--- config.mk ---
export PLATFORM = sky130hd
export DESIGN_NAME = fpu_owner_ctl
export DESIGN_NICKNAME = d
export VERILOG_FILES = /design/src/rtl/fpu_own_pkg.sv /design/src/rtl/fpu_task_ctx.sv /design/src/rtl/fpu_owner_track.sv /design/src/rtl/fpu_owner_ctl.sv
export SDC_FILE = /design/constraint.sdc
export NUM_CORES = 1
export LEC_CHECK = 0
export ABC_AREA = 1
export BUFFER_PORTS_ARGS = -buffer_cell sky130_fd_sc_hd__buf_2
export CAP_MARGIN = 10
export CORE_MARGIN = 3
export CORE_UTILIZATION = 50
export CTS_CLUSTER_DIAMETER = 30
export DETAILED_ROUTE_END_ITERATION = 7
export HOLD_SLACK_MARGIN = 0.05
export PLACE_DENSITY = 0.74
export SYNTH_ARGS = -nofsm -noshare
export SYNTH_HDL_FRONTEND = slang
export SYNTH_SLANG_ARGS = --single-unit
export TNS_END_PERCENT = 1
--- constraint.sdc ---
create_clock -name clk -period 1.6 [get_ports clk]
set_input_delay 0.24 -clock clk [delete_from_list [all_inputs] [get_ports clk]]
set_output_delay 0.24 -clock clk [all_outputs]
set_load 0.005 [all_outputs]
--- src/rtl/fpu_own_pkg.sv ---
package fpu_own_pkg;
    typedef enum logic [0:0] {
        ST_RUN  = 1'b0,
        ST_XFER = 1'b1
    } own_state_e;
endpackage

--- src/rtl/fpu_task_ctx.sv ---
module fpu_task_ctx #(
    parameter int ID_W = 8
) (
    input  logic            clk,
    input  logic            rst_n,
    input  logic            ld,
    input  logic [ID_W-1:0] ld_id,
    input  logic            ld_en,
    output logic [ID_W-1:0] cur_id,
    output logic            cur_en
);
    // Running-task context: reloaded on every switch, disabled out of reset.
    always_ff @(posedge clk or negedge rst_n) begin
        if (!rst_n) begin
            cur_id <= '0;
            cur_en <= 1'b0;
        end else if (ld) begin
            cur_id <= ld_id;
            cur_en <= ld_en;
        end
    end
endmodule

--- src/rtl/fpu_owner_track.sv ---
module fpu_owner_track #(
    parameter int ID_W = 8
) (
    input  logic            clk,
    input  logic            rst_n,
    input  logic            commit,
    input  logic [ID_W-1:0] new_id,
    input  logic [ID_W-1:0] cur_id,
    output logic [ID_W-1:0] own_id,
    output logic            own_valid,
    output logic            is_owner
);
    always_ff @(posedge clk or negedge rst_n) begin
        if (!rst_n) begin
            own_id    <= '0;
            own_valid <= 1'b0;
        end else if (commit) begin
            own_id    <= new_id;
            own_valid <= 1'b1;
        end
    end

    always_comb is_owner = own_valid && (own_id == cur_id);

    // a commit installs the requested task as valid owner
    a_r7_commit_owner: assert property (@(posedge clk) disable iff (!rst_n)
        commit |=> (own_valid && own_id == $past(new_id)));

    // without a commit the owner never moves
    a_r10_owner_hold: assert property (@(posedge clk) disable iff (!rst_n)
        !commit |=> ($stable(own_id) && $stable(own_valid)));
endmodule

--- src/rtl/fpu_owner_ctl.sv ---
module fpu_owner_ctl
    import fpu_own_pkg::*;
#(
    parameter int ID_W = 8
) (
    input  logic            clk,
    input  logic            rst_n,
    input  logic            ctx_load,
    input  logic [ID_W-1:0] ctx_task_id,
    input  logic            ctx_fp_en,
    input  logic            fp_issue,
    output logic            fp_go,
    output logic            fp_trap,
    input  logic            xfer_ack,
    output logic            xfer_req,
    output logic            save_en,
    output logic [ID_W-1:0] save_id,
    output logic [ID_W-1:0] load_id
);
    own_state_e      state, state_nx;
    logic [ID_W-1:0] cur_id, own_id;
    logic            cur_en, own_valid, is_owner;
    logic            start, commit;
    logic            save_en_q;
    logic [ID_W-1:0] save_id_q, load_id_q;
    logic [1:0]      starts_this_switch;

    fpu_task_ctx #(.ID_W(ID_W)) u_ctx (
        .clk    (clk),
        .rst_n  (rst_n),
        .ld     (ctx_load),
        .ld_id  (ctx_task_id),
        .ld_en  (ctx_fp_en),
        .cur_id (cur_id),
        .cur_en (cur_en)
    );

    fpu_owner_track #(.ID_W(ID_W)) u_own (
        .clk       (clk),
        .rst_n     (rst_n),
        .commit    (commit),
        .new_id    (load_id_q),
        .cur_id    (cur_id),
        .own_id    (own_id),
        .own_valid (own_valid),
        .is_owner  (is_owner)
    );

    // State register
    always_ff @(posedge clk or negedge rst_n) begin
        if (!rst_n) state <= ST_RUN;
        else        state <= state_nx;
    end

    // Next state: start (RUN->XFER), commit (XFER->RUN)
    always_comb begin
        state_nx = state;
        start    = 1'b0;
        commit   = 1'b0;
        unique case (state)
            ST_RUN: begin
                if (fp_issue && cur_en && !is_owner) begin
                    state_nx = ST_XFER;
                    start    = 1'b1;
                end
            end
            ST_XFER: begin
                if (xfer_ack) begin
                    state_nx = ST_RUN;
                    commit   = 1'b1;
                end
            end
        endcase
    end

    // Outputs
    always_comb begin
        fp_go    = 1'b0;
        fp_trap  = 1'b0;
        xfer_req = 1'b0;
        unique case (state)
            ST_RUN: begin
                fp_trap = fp_issue && !cur_en;
                fp_go   = fp_issue && cur_en && is_owner;
            end
            ST_XFER: xfer_req = 1'b1;
        endcase
        save_en = save_en_q;
        save_id = save_id_q;
        load_id = load_id_q;
    end

    // Transfer descriptor captured on start
    always_ff @(posedge clk or negedge rst_n) begin
        if (!rst_n) begin
            save_en_q <= 1'b0;
            save_id_q <= '0;
            load_id_q <= '0;
        end else if (start) begin
            save_en_q <= own_valid;
            save_id_q <= own_id;
            load_id_q <= cur_id;
        end
    end

    // Transfers started since the last task switch
    always_ff @(posedge clk or negedge rst_n) begin
        if (!rst_n)                       starts_this_switch <= '0;
        else if (ctx_load)                starts_this_switch <= '0;
        else if (start && starts_this_switch != 2'd3)
            starts_this_switch <= starts_this_switch + 2'd1;
    end

    // trap and grant are exclusive
    a_r2_trap_excl: assert property (@(posedge clk) disable iff (!rst_n)
        fp_trap |-> (!fp_go && !xfer_req));

    // an enabled non-owner issue raises a request next cycle for itself
    a_r4_req_raise: assert property (@(posedge clk) disable iff (!rst_n)
        (!xfer_req && fp_issue && cur_en && !is_owner) |=>
            (xfer_req && load_id == $past(cur_id)));

    // a save is requested only for a task other than the one loaded
    a_r5_save_other: assert property (@(posedge clk) disable iff (!rst_n)
        (xfer_req && save_en) |-> (save_id != load_id));

    // pending request holds its descriptor and blocks issue
    a_r6_req_hold: assert property (@(posedge clk) disable iff (!rst_n)
        (xfer_req && !xfer_ack) |=>
            (xfer_req && $stable(load_id) && $stable(save_id) && $stable(save_en)));

    a_r6_no_go: assert property (@(posedge clk) disable iff (!rst_n)
        xfer_req |-> !fp_go);

    // acknowledge drops the request
    a_r7_ack_drop: assert property (@(posedge clk) disable iff (!rst_n)
        (xfer_req && xfer_ack) |=> !xfer_req);

    // no second transfer inside one task switch
    a_r9_one_xfer: assert property (@(posedge clk) disable iff (!rst_n)
        start |-> (starts_this_switch == 2'd0));
endmodule

Word-level counts from Yosys, hierarchy flattened
Index checks and enable logic that the tools add are counted.
{"block": "word_totals", "out_inout_bits": 20, "input_bits": 14, "register_bits": 36}
{"block": "classes", "reduce_logical": 7, "n_mux": 9, "n_eq_ne": 1, "bitwise": 1}
{"operator": "8-bit == test", "n": 1}
{"operator": "1-bit two-way mux", "n": 8}
{"operator": "1-bit logical AND", "n": 5}
{"operator": "1-bit zero test", "n": 2}
{"operator": "1-bit case mux with 2 select lines", "n": 1}
{"operator": "1-bit NOT", "n": 1}

Depth between registers and ports, before layout
{"block": "depth", "ltp_word": 6, "ltp_mapped": 11}

Modules after synthesis
From an unflattened synthesis, not the netlist that was laid out.
{"block": "hier_totals", "cells_unflattened": 189, "area_unflattened_um2": 1569.0}
{"module": "fpu_owner_ctl", "cells_per_inst": 83, "area_each_um2": 757.0, "instances": 1}
{"module": "fpu_owner_track", "cells_per_inst": 68, "area_each_um2": 470.5, "instances": 1}
{"module": "fpu_task_ctx", "cells_per_inst": 38, "area_each_um2": 341.6, "instances": 1}

Worst setup path after synthesis
Ideal clock, no wire load.
{"block": "synth_path", "path_kind": "register to output", "from": "register state", "to": "output port fp_go", "arrival_time_ps": 1211, "path_slack_ps": 149, "stages_incl_launch_ff": 5, "cell_sequence": "dfrtp_1 nor3_4 buf_2 inv_1 nor2_1"}
{"block": "synth_between", "elab_chain_cells": 1}
{"item": "from (decl)", "line_no": "fpu_owner_ctl.sv:20", "text": "own_state_e state, state_nx;"}
{"item": "from (signal assigned)", "line_no": "fpu_owner_ctl.sv:52", "text": "else state <= state_nx;"}
{"item": "1-bit two-way mux", "line_no": "fpu_owner_ctl.sv:81", "text": "unique case (state)"}
{"item": "to (decl)", "line_no": "fpu_owner_ctl.sv:12", "text": "output logic fp_go,"}
No other way between the ends.

Final worst setup path
{"block": "layout_path", "from": "register u_own.own_id[6]", "to": "output port fp_go"}
{"block": "layout_between", "elab_chain_cells": 4}
{"item": "from (decl)", "line_no": "fpu_owner_track.sv:9", "text": "output logic [ID_W-1:0] own_id,"}
{"item": "from (signal assigned)", "line_no": "fpu_owner_track.sv:18", "text": "own_id <= new_id;"}
{"item": "8-bit == test", "line_no": "fpu_owner_track.sv:23", "text": "always_comb is_owner = own_valid && (own_id == cur_id);"}
{"item": "1-bit logical AND", "line_no": "fpu_owner_track.sv:23"}
{"item": "1-bit logical AND", "line_no": "fpu_owner_ctl.sv:84", "text": "fp_go = fp_issue && cur_en && is_owner;"}
{"item": "1-bit two-way mux", "line_no": "fpu_owner_ctl.sv:81"}
No other way between the ends.

==> impl_metrics.tcl <==
set metrics [dict create \
    rows 19 \
    htree_levels 2 \
    clk_latency_ns 0.34 \
    hold_violations 0 \
    cts_tree "built" \
    hold_ws_ns 0.0764 \
    start_util_pct 55.1 \
    reg2reg_setup_slack_ns 0.07 \
    avgRoutedWirePerCell_um 12.2 \
    arrival_ns 1.47 \
    crit_fanout 3 \
    synthCells 170 \
    cp-start-kind "flip-flop" \
    drive_gt1_share_pct 34.3 \
    synth_top_family_by_area "simple AND/OR/NAND/NOR gates" \
    clock.fmax_ghz 0.586 \
    drt-total-wl_um 3100 \
    cts_buffers 5 \
    slew_violations 0 \
    gp_congestion 0.824 \
    dp_hpwl_um 2270 \
    grt_pass1_vias 1248 \
    fin_crit_sh_pct 107 \
    dr.first_iter.drc_count 40 \
    synth_xor_xnor_area_share_pct 1.10 \
    dieArea_um2 3880 \
    first_pass_iters 4 \
    cts.sinks 36 \
    clock-skew-final_ns 0.00879 \
    period_needed_ns 1.71 \
    drc_errors 0 \
    setup_slack_ns -0.107 \
    leakagePower_uw 0.00104 \
    violations "setup timing" \
    port_buffers 33 \
    worstHoldStart "xfer_ack" \
    vias 1232 \
    whs_endpoint "state" \
    setup_viol 1 \
    ctsRootBufferMaster "clkbuf_4" \
    synth_top_area_cell "dfrtp_1" \
    clockBufferDepth 2 \
    status "finished, violations left" \
    synth_edf_count 0 \
    synth-seq-cells 36 \
    clk_pin_slew_ns 0.10 \
    crit_path_end_kind "output port" \
    synth_area_leaders "dfrtp_1, nand2_1, nand3_1" \
    worstSetupPathType "reg2out" \
    yosysMostFrequentCell "nand2_1" \
    timing.rr.start "u_own.own_id[6]" \
    r2r-end "load_id[7]" \
    avgSynthCellArea_um2 9.33 \
    synth-seq-area-share_pct 56.8 \
    synth_ff_type "dfrtp_1" \
    netlist.area_leader.share_pct 56.8 \
    io_pins 34 \
    maxCapViolCount 0 \
    ant_nets 0 \
    grt_max_degree 20 \
    yosys.area_share.simple_pct 26.9 \
    coreArea_um2 2880 \
    synth_mux_area_share_pct 3.55 \
    post-place-ws_ns 0.161 \
    min_delay_path_depth 2 \
    rr_worst_depth 10 \
    vias_per_cell 4.83 \
    yosysWarnings 0 \
    rsz0062_at_grt "true" \
    syn_nets 184 \
    worst_pin_slew_ns 0.422 \
    hold_class "in2reg" \
    grt_pass1_wl_um 5530 \
    grt_antenna_before_repair 0 \
    syn2layout_area_growth_pct 21.1 \
    fin_util_pct 66.7 \
    die_w_um 62.3 \
    required_ns 1.36 \
    overflow 0 \
    fin_nets 227 \
    synthAdderAreaFrac_pct 0 \
    ir_drop_v 0.000727 \
    n_antenna_cell 0 \
    grtUsageTotal_pct 18.1 \
    power.density_nw_per_um2 1400 \
    max_slew_margin_pct 71.8 \
    synth_compound_area_share_pct 4.97 \
    synth_area_um2 1590 \
    fp.dieH_um 62.3 \
    synth.top_cells.by_count "nand2_1, dfrtp_1, nand3_1" \
    yosysUniqueCellTypes 22 \
    async_flop_share_pct 100 \
]
[metrics by stage]
step	instances	cell area (um^2)	setup TNS, ns	total power, uW
2_1_floorplan	170	1590	0	1830
4_1_cts	255	1910	-0.0782	2700
3_3_place_gp	245	1820	0	2110
6_report	255	1920	-0.107	2680
5_1_grt	255	1920	-0.256	2900
3_5_place_dp	245	1820	0	2140
[power by group]
part | switching [uW] | internal (uW)
sequential | 212 | 1170
clock | 289 | 249
combinational | 399 | 364
[flip-flops by register name (all words and copies together), names as in the netlist]
name / count
u_ctx.cur_id: 8
save_en: 1
u_own.own_valid: 1
u_own.own_id: 8
load_id: 8
state: 1
u_ctx.cur_en: 1
save_id: 8
[area by class of cell]
class	instances	area, um^2
Inverter	18	67.6
Clock buffer	7	65.1
Fill cell	238	957
Multi-Input combinational cell	111	593
Timing Repair Buffer	41	240
Tap cell	42	52.6
Sequential cell	36	901
[how the worst max path moves through the flow]
stage                     depth (start not counted)     to            start  slack [ns]
after floorplan                                   4  fp_go            state        0.15
after global placement                            8  state  u_own.own_id[6]        0.22
after detailed placement                          5  fp_go  u_ctx.cur_id[4]        0.16
after CTS                                         8  fp_go  u_own.own_id[6]       -0.08
after global routing                              8  fp_go  u_own.own_id[6]       -0.19
final                                             8  fp_go  u_own.own_id[6]       -0.11
[cell families (layout without fill, tap and decap cells)]
| group | Yosys count | after routing |
|---|---|---|
| and+or+nand+nor | 89 | 89 |
| buffers and inverters | 23 | 66 |
| xor gates and xnor gates | 2 | 2 |
| AOI/OAI and AO/OA | 15 | 15 |
| muxes | 5 | 5 |
| DFF | 36 | 36 |
[routing by layer]
metal / global-route usage [%] / up-vias / share of wire, %
met5: 0 / - / 0
li1: - / 618 / -
met4: 8.54 / 0 / 2.3
met2: 28.1 / 42 / 46
met3: 5.41 / 9 / 5.5
met1: 23.3 / 563 / 46
[critical path, stage by stage, from the launching register on]
cell     delay, ns
dfrtp_1       0.42
inv_1         0.08
nand2_1       0.06
nand2_1       0.06
nand2_1       0.06
nor2_2        0.15
nand3_4       0.09
nor2_2        0.09
buf_2         0.11
[cell usage in the layout, fill, tap and decap left out]
| cell type | count |
|---|---|
| inv_2 | 3 |
| nand2_8 | 1 |
| a21oi_2 | 1 |
| o21ai_0 | 7 |
| nand3_4 | 1 |
| clkbuf_8 | 2 |
| buf_12 | 1 |
| nand2_2 | 10 |
| buf_4 | 6 |
| mux2_2 | 5 |
| buf_2 | 33 |
| dlygate4sd3_1 | 1 |
| xor2_1 | 2 |
| nor3_1 | 1 |
| a21oi_1 | 5 |
| dfrtp_1 | 36 |
| inv_1 | 15 |
| nand2_1 | 48 |
| clkbuf_4 | 5 |
| nor2_4 | 1 |
| o21ai_1 | 2 |
| nor2_2 | 3 |
| nor2_1 | 5 |
| nor3_4 | 1 |
| nand3_1 | 18 |
[repair_timing]
item                                    CTS  global route
pin swaps                                 2             2
endpoints found under the setup margin    1            17
resized for setup                         2             2
hold buffers                              1             0
endpoints found under the hold margin    17             0
setup buffers                             2             0
Power figures use the tool's default switching activity.
